### src/rtl/fsq_pkg.sv
package fsq_pkg;
    parameter int FSQ_CNT_W = 14;
    parameter int FSQ_DEPTH = 10;

    typedef struct packed {
        logic [2:0] resid;
        logic       ovr;
        logic       crc;
    } fsq_stat_t;

    typedef enum logic [1:0] {
        Q_OFF     = 2'd0,
        Q_EMPTY   = 2'd1,
        Q_PARTIAL = 2'd2,
        Q_FULL    = 2'd3
    } fsq_state_t;
endpackage

### src/rtl/fsq_byte_counter.sv
module fsq_byte_counter #(
    parameter int CNT_W = fsq_pkg::FSQ_CNT_W
) (
    input  logic             clk,
    input  logic             rst_n,
    input  logic             sdlc_mode,
    input  logic             flag_det,
    input  logic             byte_stb,
    output logic [CNT_W-1:0] count
);
    always_ff @(posedge clk or negedge rst_n) begin
        if (!rst_n)
            count <= '0;
        else if (flag_det)
            count <= '0;
        else if (byte_stb && sdlc_mode)
            count <= count + 1'b1;
    end

    AST_CNT_CLEAR: assert property (@(posedge clk) disable iff (!rst_n)
        flag_det |=> (count == '0));
    AST_CNT_STEP: assert property (@(posedge clk) disable iff (!rst_n)
        (byte_stb && sdlc_mode && !flag_det) |=> (count == $past(count) + 1'b1));
    AST_CNT_HOLD: assert property (@(posedge clk) disable iff (!rst_n)
        (!sdlc_mode && !flag_det) |=> $stable(count));
endmodule

### src/rtl/fsq_ring.sv
module fsq_ring
    import fsq_pkg::*;
#(
    parameter int CNT_W = FSQ_CNT_W,
    parameter int DEPTH = FSQ_DEPTH
) (
    input  logic             clk,
    input  logic             rst_n,
    input  logic             enable,
    input  logic             push,
    input  logic             pop_req,
    input  logic [CNT_W-1:0] wr_cnt,
    input  fsq_stat_t        wr_stat,
    output logic [CNT_W-1:0] rd_cnt,
    output fsq_stat_t        rd_stat,
    output logic             not_empty,
    output logic             overflow
);
    localparam int PTR_W   = $clog2(DEPTH);
    localparam int ENTRY_W = CNT_W + $bits(fsq_stat_t);
    localparam logic [PTR_W-1:0] LAST = PTR_W'(DEPTH - 1);

    fsq_state_t       state, state_n;
    logic [PTR_W-1:0] head, tail, head_n, tail_n;
    logic             holding, do_push, do_pop, drop;
    logic [ENTRY_W-1:0] mem [DEPTH];

    function automatic logic [PTR_W-1:0] step_ptr(input logic [PTR_W-1:0] p);
        return (p == LAST) ? '0 : p + 1'b1;
    endfunction

    assign holding = (state == Q_PARTIAL) || (state == Q_FULL);
    assign do_pop  = enable && pop_req && holding;
    assign do_push = enable && push && ((state != Q_FULL) || do_pop);
    assign drop    = enable && push && (state == Q_FULL) && !do_pop;
    assign head_n  = do_push ? step_ptr(head) : head;
    assign tail_n  = do_pop  ? step_ptr(tail) : tail;

    always_comb begin
        state_n = state;
        unique case (state)
            Q_OFF, Q_EMPTY:
                state_n = do_push ? Q_PARTIAL : Q_EMPTY;
            Q_PARTIAL:
                if (do_push && !do_pop && (head_n == tail))
                    state_n = Q_FULL;
                else if (do_pop && !do_push && (tail_n == head))
                    state_n = Q_EMPTY;
                else
                    state_n = Q_PARTIAL;
            Q_FULL:
                state_n = (do_pop && !do_push) ? Q_PARTIAL : Q_FULL;
        endcase
        if (!enable)
            state_n = Q_OFF;
    end

    always_ff @(posedge clk or negedge rst_n) begin
        if (!rst_n) begin
            state    <= Q_OFF;
            head     <= '0;
            tail     <= '0;
            overflow <= 1'b0;
        end else if (!enable) begin
            state    <= Q_OFF;
            head     <= '0;
            tail     <= '0;
            overflow <= 1'b0;
        end else begin
            state <= state_n;
            head  <= head_n;
            tail  <= tail_n;
            if (drop)
                overflow <= 1'b1;
        end
    end

    always_ff @(posedge clk) begin
        if (do_push)
            mem[head] <= {wr_cnt, wr_stat};
    end

    always_comb begin
        not_empty = enable && holding;
        {rd_cnt, rd_stat} = mem[tail];
    end

    AST_PTR_RANGE: assert property (@(posedge clk) disable iff (!rst_n)
        (head < DEPTH) && (tail < DEPTH));
    AST_EMPTY_RETIRE: assert property (@(posedge clk) disable iff (!rst_n)
        (enable && state == Q_EMPTY && !push) |=> (tail == $past(tail) && state == Q_EMPTY));
    AST_NO_OVERFLOW_WRITE: assert property (@(posedge clk) disable iff (!rst_n)
        (enable && state == Q_FULL && push && !pop_req) |=> (head == $past(head) && overflow));
    AST_FLUSH: assert property (@(posedge clk) disable iff (!rst_n)
        !enable |=> (state == Q_OFF && !overflow && head == tail));
    AST_EMPTY_EQUAL: assert property (@(posedge clk) disable iff (!rst_n)
        (state == Q_EMPTY) |-> (head == tail));
endmodule

### src/rtl/fsq_readmux.sv
module fsq_readmux
    import fsq_pkg::*;
#(
    parameter int CNT_W = FSQ_CNT_W
) (
    input  logic             avail,
    input  logic             ovf,
    input  logic [CNT_W-1:0] q_cnt,
    input  fsq_stat_t        q_stat,
    input  logic [CNT_W-1:0] live_cnt,
    input  fsq_stat_t        live_stat,
    input  logic             live_all_sent,
    input  logic             live_parity,
    input  logic             live_eof,
    output logic [7:0]       st_reg,
    output logic [7:0]       cnt_lo,
    output logic [7:0]       cnt_hi
);
    localparam int HI_W = CNT_W - 8;

    logic [CNT_W-1:0] sel_cnt;
    fsq_stat_t        sel_stat;

    always_comb begin
        sel_cnt  = avail ? q_cnt  : live_cnt;
        sel_stat = avail ? q_stat : live_stat;
        st_reg   = {live_eof, sel_stat.crc, sel_stat.ovr, live_parity,
                    sel_stat.resid, live_all_sent};
        cnt_lo   = sel_cnt[7:0];
        cnt_hi   = {ovf, avail, sel_cnt[CNT_W-1:8]};
    end

    initial assert (HI_W == 6) else $error("count width must be 14");
endmodule

### src/rtl/frame_status_queue.sv
module frame_status_queue
    import fsq_pkg::*;
#(
    parameter int CNT_W = FSQ_CNT_W,
    parameter int DEPTH = FSQ_DEPTH
) (
    input  logic       clk,
    input  logic       rst_n,
    input  logic       sdlc_mode,
    input  logic       flag_det,
    input  logic       byte_stb,
    input  logic       eof_stb,
    input  logic [2:0] live_resid,
    input  logic       live_ovr,
    input  logic       live_crc,
    input  logic       live_all_sent,
    input  logic       live_parity,
    input  logic       live_eof,
    input  logic       fifo_en,
    input  logic       status_read_done,
    output logic [7:0] st_reg,
    output logic [7:0] cnt_lo,
    output logic [7:0] cnt_hi
);
    logic [CNT_W-1:0] run_cnt, q_cnt;
    fsq_stat_t        live_stat, q_stat;
    logic             avail, ovf;

    assign live_stat = '{resid: live_resid, ovr: live_ovr, crc: live_crc};

    fsq_byte_counter #(.CNT_W(CNT_W)) i_counter (
        .clk       (clk),
        .rst_n     (rst_n),
        .sdlc_mode (sdlc_mode),
        .flag_det  (flag_det),
        .byte_stb  (byte_stb),
        .count     (run_cnt)
    );

    fsq_ring #(.CNT_W(CNT_W), .DEPTH(DEPTH)) i_ring (
        .clk       (clk),
        .rst_n     (rst_n),
        .enable    (fifo_en),
        .push      (eof_stb),
        .pop_req   (status_read_done),
        .wr_cnt    (run_cnt),
        .wr_stat   (live_stat),
        .rd_cnt    (q_cnt),
        .rd_stat   (q_stat),
        .not_empty (avail),
        .overflow  (ovf)
    );

    fsq_readmux #(.CNT_W(CNT_W)) i_mux (
        .avail         (avail),
        .ovf           (ovf),
        .q_cnt         (q_cnt),
        .q_stat        (q_stat),
        .live_cnt      (run_cnt),
        .live_stat     (live_stat),
        .live_all_sent (live_all_sent),
        .live_parity   (live_parity),
        .live_eof      (live_eof),
        .st_reg        (st_reg),
        .cnt_lo        (cnt_lo),
        .cnt_hi        (cnt_hi)
    );

    AST_STORE_COUNT: assert property (@(posedge clk) disable iff (!rst_n)
        (fifo_en && eof_stb && !avail) |=> (fifo_en -> {cnt_hi[5:0], cnt_lo} == $past(run_cnt)));
    AST_DISABLED_EMPTY: assert property (@(posedge clk) disable iff (!rst_n)
        !fifo_en |=> !cnt_hi[7]);
endmodule

### config.mk
export PLATFORM = sky130hd
export DESIGN_NAME = frame_status_queue
export DESIGN_NICKNAME = d
export VERILOG_FILES = /design/src/rtl/fsq_pkg.sv /design/src/rtl/fsq_byte_counter.sv /design/src/rtl/fsq_ring.sv /design/src/rtl/fsq_readmux.sv /design/src/rtl/frame_status_queue.sv
export SDC_FILE = /design/constraint.sdc
export NUM_CORES = 1
export LEC_CHECK = 0
export ABC_AREA = 1
export BUFFER_PORTS_ARGS = -buffer_cell sky130_fd_sc_hd__buf_2
export CORE_MARGIN = 1.5
export CORE_UTILIZATION = 52
export CTS_CLUSTER_SIZE = 24
export DETAILED_ROUTE_END_ITERATION = 10
export PLACE_DENSITY = 0.82
export SYNTH_ARGS = -nofsm -noshare
export SYNTH_HDL_FRONTEND = slang
export SYNTH_SLANG_ARGS = --single-unit
### constraint.sdc
create_clock -name clk -period 3.1 [get_ports clk]
set_input_delay 0.155 -clock clk [delete_from_list [all_inputs] [get_ports clk]]
set_output_delay 0.155 -clock clk [all_outputs]
set_load 0.02 [all_outputs]
==> results summary <==
The run finished with clean final reports. Of the total power, the share spent switching nets is 0.219. The worst setup path is launched from a flop. For this run, design rule violations remaining after detail routing come to 0. In this run the static leakage power is approximately 3.8 nW. The proportion of register bits with asynchronous set or reset after synthesis came out at 0.116. The HPWL after detailed placement is approximately 12000 um.

The via count of the first global-routing pass is ~6300. The antenna cell count is 0. The area enclosed by the die boundary is approximately 18000 um2. The signal on the critical path passes through inv_2, nand2_2, inv_2, nand2_1, a21oi_1, a211oi_1, o21ai_1, a31oi_1, buf_2. The wire length reported by the detailed router came out at between 20000 and 25000 um. The largest individual stage delay along the critical path comes from the cell inv_2. CTS placed an instance of clkbuf_16 at the clock tree root. The count of final setup violators is 0. The number of buffers created by CTS came out at 23. The number of DRC markers after the initial detailed-route iteration is ~740. The power share of the sequential group came out at 0.509. After filler insertion, the fill cell instance count of the layout stands at around 1300.

The transition at the pin with the smallest max-transition slack came out at between 0.6 and 0.7 ns. The delay contributed by the slowest stage of the critical path is about 0.42 ns. The number of antenna-violating nets in the routed design came out at 0. The maximum buffer depth of the clock tree came out at 3. The total congestion overflow is 0.

The average wire per standard cell came out at approximately 19 um. STA classifies the critical path endpoint as an output pin. The count of flip-flops with a built-in enable after synthesis came out at between 150 and 200. The number of nets at the end of the flow came out at ~860. The most numerous cell type found on the critical path is inv_2. The final estimated routing congestion in global placement is approximately 0.82. The TritonCTS clock tree is done.

The combined buffer and inverter count along the critical path is 3. Entering global routing, the biggest net connects about 100 pins. The library cell used most frequently in the layout, excluding fill and tap cells, is edfxtp_1. Yosys printed 0 warnings. The buffer count from post-CTS setup fixing is 0. For this run, the leading register cell type out of synthesis is edfxtp_1.

The flip-flop and latch count after synthesis came out at between 200 and 250. The power per cell area came out at approximately 600 nW/um2. Setup repair after global routing left no endpoint under its margin. The netlist area before placement came out at slightly above 9000 um2. The clock drives between 200 and 250 sinks.

The number of instances in the synthesized netlist came out at just under 800. After layout, the minimum clock period comes to ~2.7 ns. The number of I/O pins came out at 40.

The vias after detailed routing came out at 6394. The upper clock frequency limit came out at between 300 and 400 MHz. The library cells used most frequently in the layout, excluding fill and tap cells, are 190 x edfxtp_1, 119 x nor2_1, 115 x nand2_1.

By startpoint and endpoint, the worst setup path is classified as flop to output pin. Yosys attributes the largest share of cell area to edfxtp_1 63%, dfrtp_1 6.9%, nor2_1 5.3%, nand2_1 4.7%, o21ai_0 3.8%. The data required time of the critical path came out at 2.94 ns. The number of rows created at floorplan came out at 48. The first-pass GRT wire length came out at ~33000 um. The max-cap check violation count came out at 0. Clock-pin slew was measured on the worst setup and hold paths at approximately 0.060 ns. The number of distinct library cell variants in the gate-level netlist after synthesis is 37. The initial antenna violation count is 0.

The number of max-slew violations in the final report was 0. The post-synth net total came out at 813. The vertical die dimension is 135 um. The final number of hold-violating endpoints was 0. The sum of internal, switching and leakage power is about 6.3 mW. The overall fraction of global-route tracks in use is 0.233.

The remaining max-slew budget at the tightest pin is 0.569. The biggest area contributor in the post-synthesis netlist is edfxtp_1. The number of vias per cell came out at between 5 and 6. The number of port buffers came out at 33.

The top cell family by delay on the critical path is buffers and inverters. The internal cell power came out at 4.90 mW. The portion of total power attributed to combinational logic came out at 0.064. The length of the first detailed-routing pass in iterations is 6.

IR analysis of the VDD net gives a maximum drop of 394 uV. The post-synthesis to final-layout area growth came out at 14.1%. The share of the synthesized area in the top cell type came out at 0.627. The final setup TNS came out at 0 ns. The post-layout utilization of the core came out at 0.604. The sequential share of the synthesized area is 0.696.

The worst-case clock skew is 0.0181 ns. The arrival time of data at the critical path endpoint is 2.59 ns. The number of H-tree branching levels came out at 1. The synthesized area divided by synthesized cell count is roughly 11 um2. Dividing the final minimum period by the clock period gives 0.884.

The largest fanout on the critical path is 24. The net switching component of the power is 1.38 mW. For the worst-skew pair, the clock arrives at the later sink with an insertion delay of about 0.51 ns. The die is 135 um wide. The floorplan step defined a core boundary enclosing around 17000 um2.

The effective utilization at floorplan came out at 0.530. In the final layout, the share of cells above drive strength 1 is 0.149. The type of the most critical hold path is input pin to flop. Of the total power, the clock network draws 0.427.
-- layout make-up --
type	count	area, um2	share of cell area
timing repair buffer	68	460	0.0443
inverter	38	146	0.0141
multi-input combinational	496	2420	0.233
sequential	215	6330	0.610
clock inverter	8	96.3	0.00928
clock buffer	33	643	0.0619
tap	225	282	0.0271
-- final timing paths --
check                                         to  slack, ns  cells after the start             from
worst min register to register   i_ring.overflow       0.50                      1  i_ring.overflow
worst max-delay path                   cnt_lo[3]       0.36                      9   i_ring.tail[1]
worst max register to register   i_ring.state[0]       0.92                     12   i_ring.tail[2]
worst min-delay path            i_ring.mem[8][2]       0.02                      1    live_resid[0]
max in group asynchronous         i_ring.tail[0]       2.44                      2            rst_n
min in group asynchronous         i_ring.head[2]       0.20                      2            rst_n
-- state kept, by name (all words and copies together), names as in the netlist --
register and flops:
i_ring.tail 4, i_counter.count 14, i_ring.mem 190, i_ring.overflow 1, i_ring.state 2, i_ring.head 4
-- metrics by stage --
stage	worst slack [ns]	area [um2]	hold slack, ns	std cells
global placement	0.961	9560	0.212	1034
detailed placement	0.904	9560	0.215	1034
CTS	0.351	10400	0.0138	1083
finish	0.359	10400	0.0244	1083
global route	0.147	10400	0.0194	1083
floorplan	0.0580	9100	-0.141	794
-- synthesized netlist by cell type, drive strengths merged (2+ instances only) --
cell type    n
clkinv       2
a21oi       47
nand2      122
edfxtp     190
clkbuf      18
nor3         7
nand4        7
buf         27
ha           3
a31oi       20
nor2       132
nand3       24
o21ai       88
a211oi      18
dfrtp       25
o22ai       20
inv         36
-- worst register-to-register path, delay by kind of cell (launching register included) --
family          cells  cell delay, ns
simple gates        9            0.92
compound gates      1            0.16
buf+inv             2            0.29
flops               1            0.72
-- power groups by stage --
stage / clock (mW) / sequential, mW / combinational, mW
finish: 2.68 / 3.20 / 0.402
global placement: 0 / 3.25 / 0.380
detailed placement: 0 / 3.26 / 0.388
CTS: 2.70 / 3.20 / 0.399
global route: 2.82 / 3.20 / 0.442
floorplan: 0 / 3.25 / 0.270
-- layer usage --
| layer | share of wire | wire [um] | track usage |
|---|---|---|---|
| met4 | 0.026 | 542 | 0.101 |
| met3 | 0.093 | 1920 | 0.0318 |
| met5 | 0 | 0 | 0 |
| met1 | 0.40 | 8210 | 0.313 |
| met2 | 0.48 | 9960 | 0.385 |
-- cell families (layout without fill, tap and decap cells) --
kind of cell / after synthesis / in the layout / synth area share
buffers and inverters: 83 / 147 / 0.0412
AND/OR/NAND/NOR: 295 / 295 / 0.137
XOR/XNOR: 1 / 1 / 0.000963
AO/OA/AOI/OAI: 197 / 197 / 0.121
adder cells (fa/ha/maj): 3 / 3 / 0.00413
flip-flops: 215 / 215 / 0.696
-- timing repair --
item	4_1_cts	5_1_grt
endpoints found under the setup margin	0	0
resized for setup	0	0
endpoints found under the hold margin	72	0
hold buffers	8	0
(Power assumes the default switching activity.)
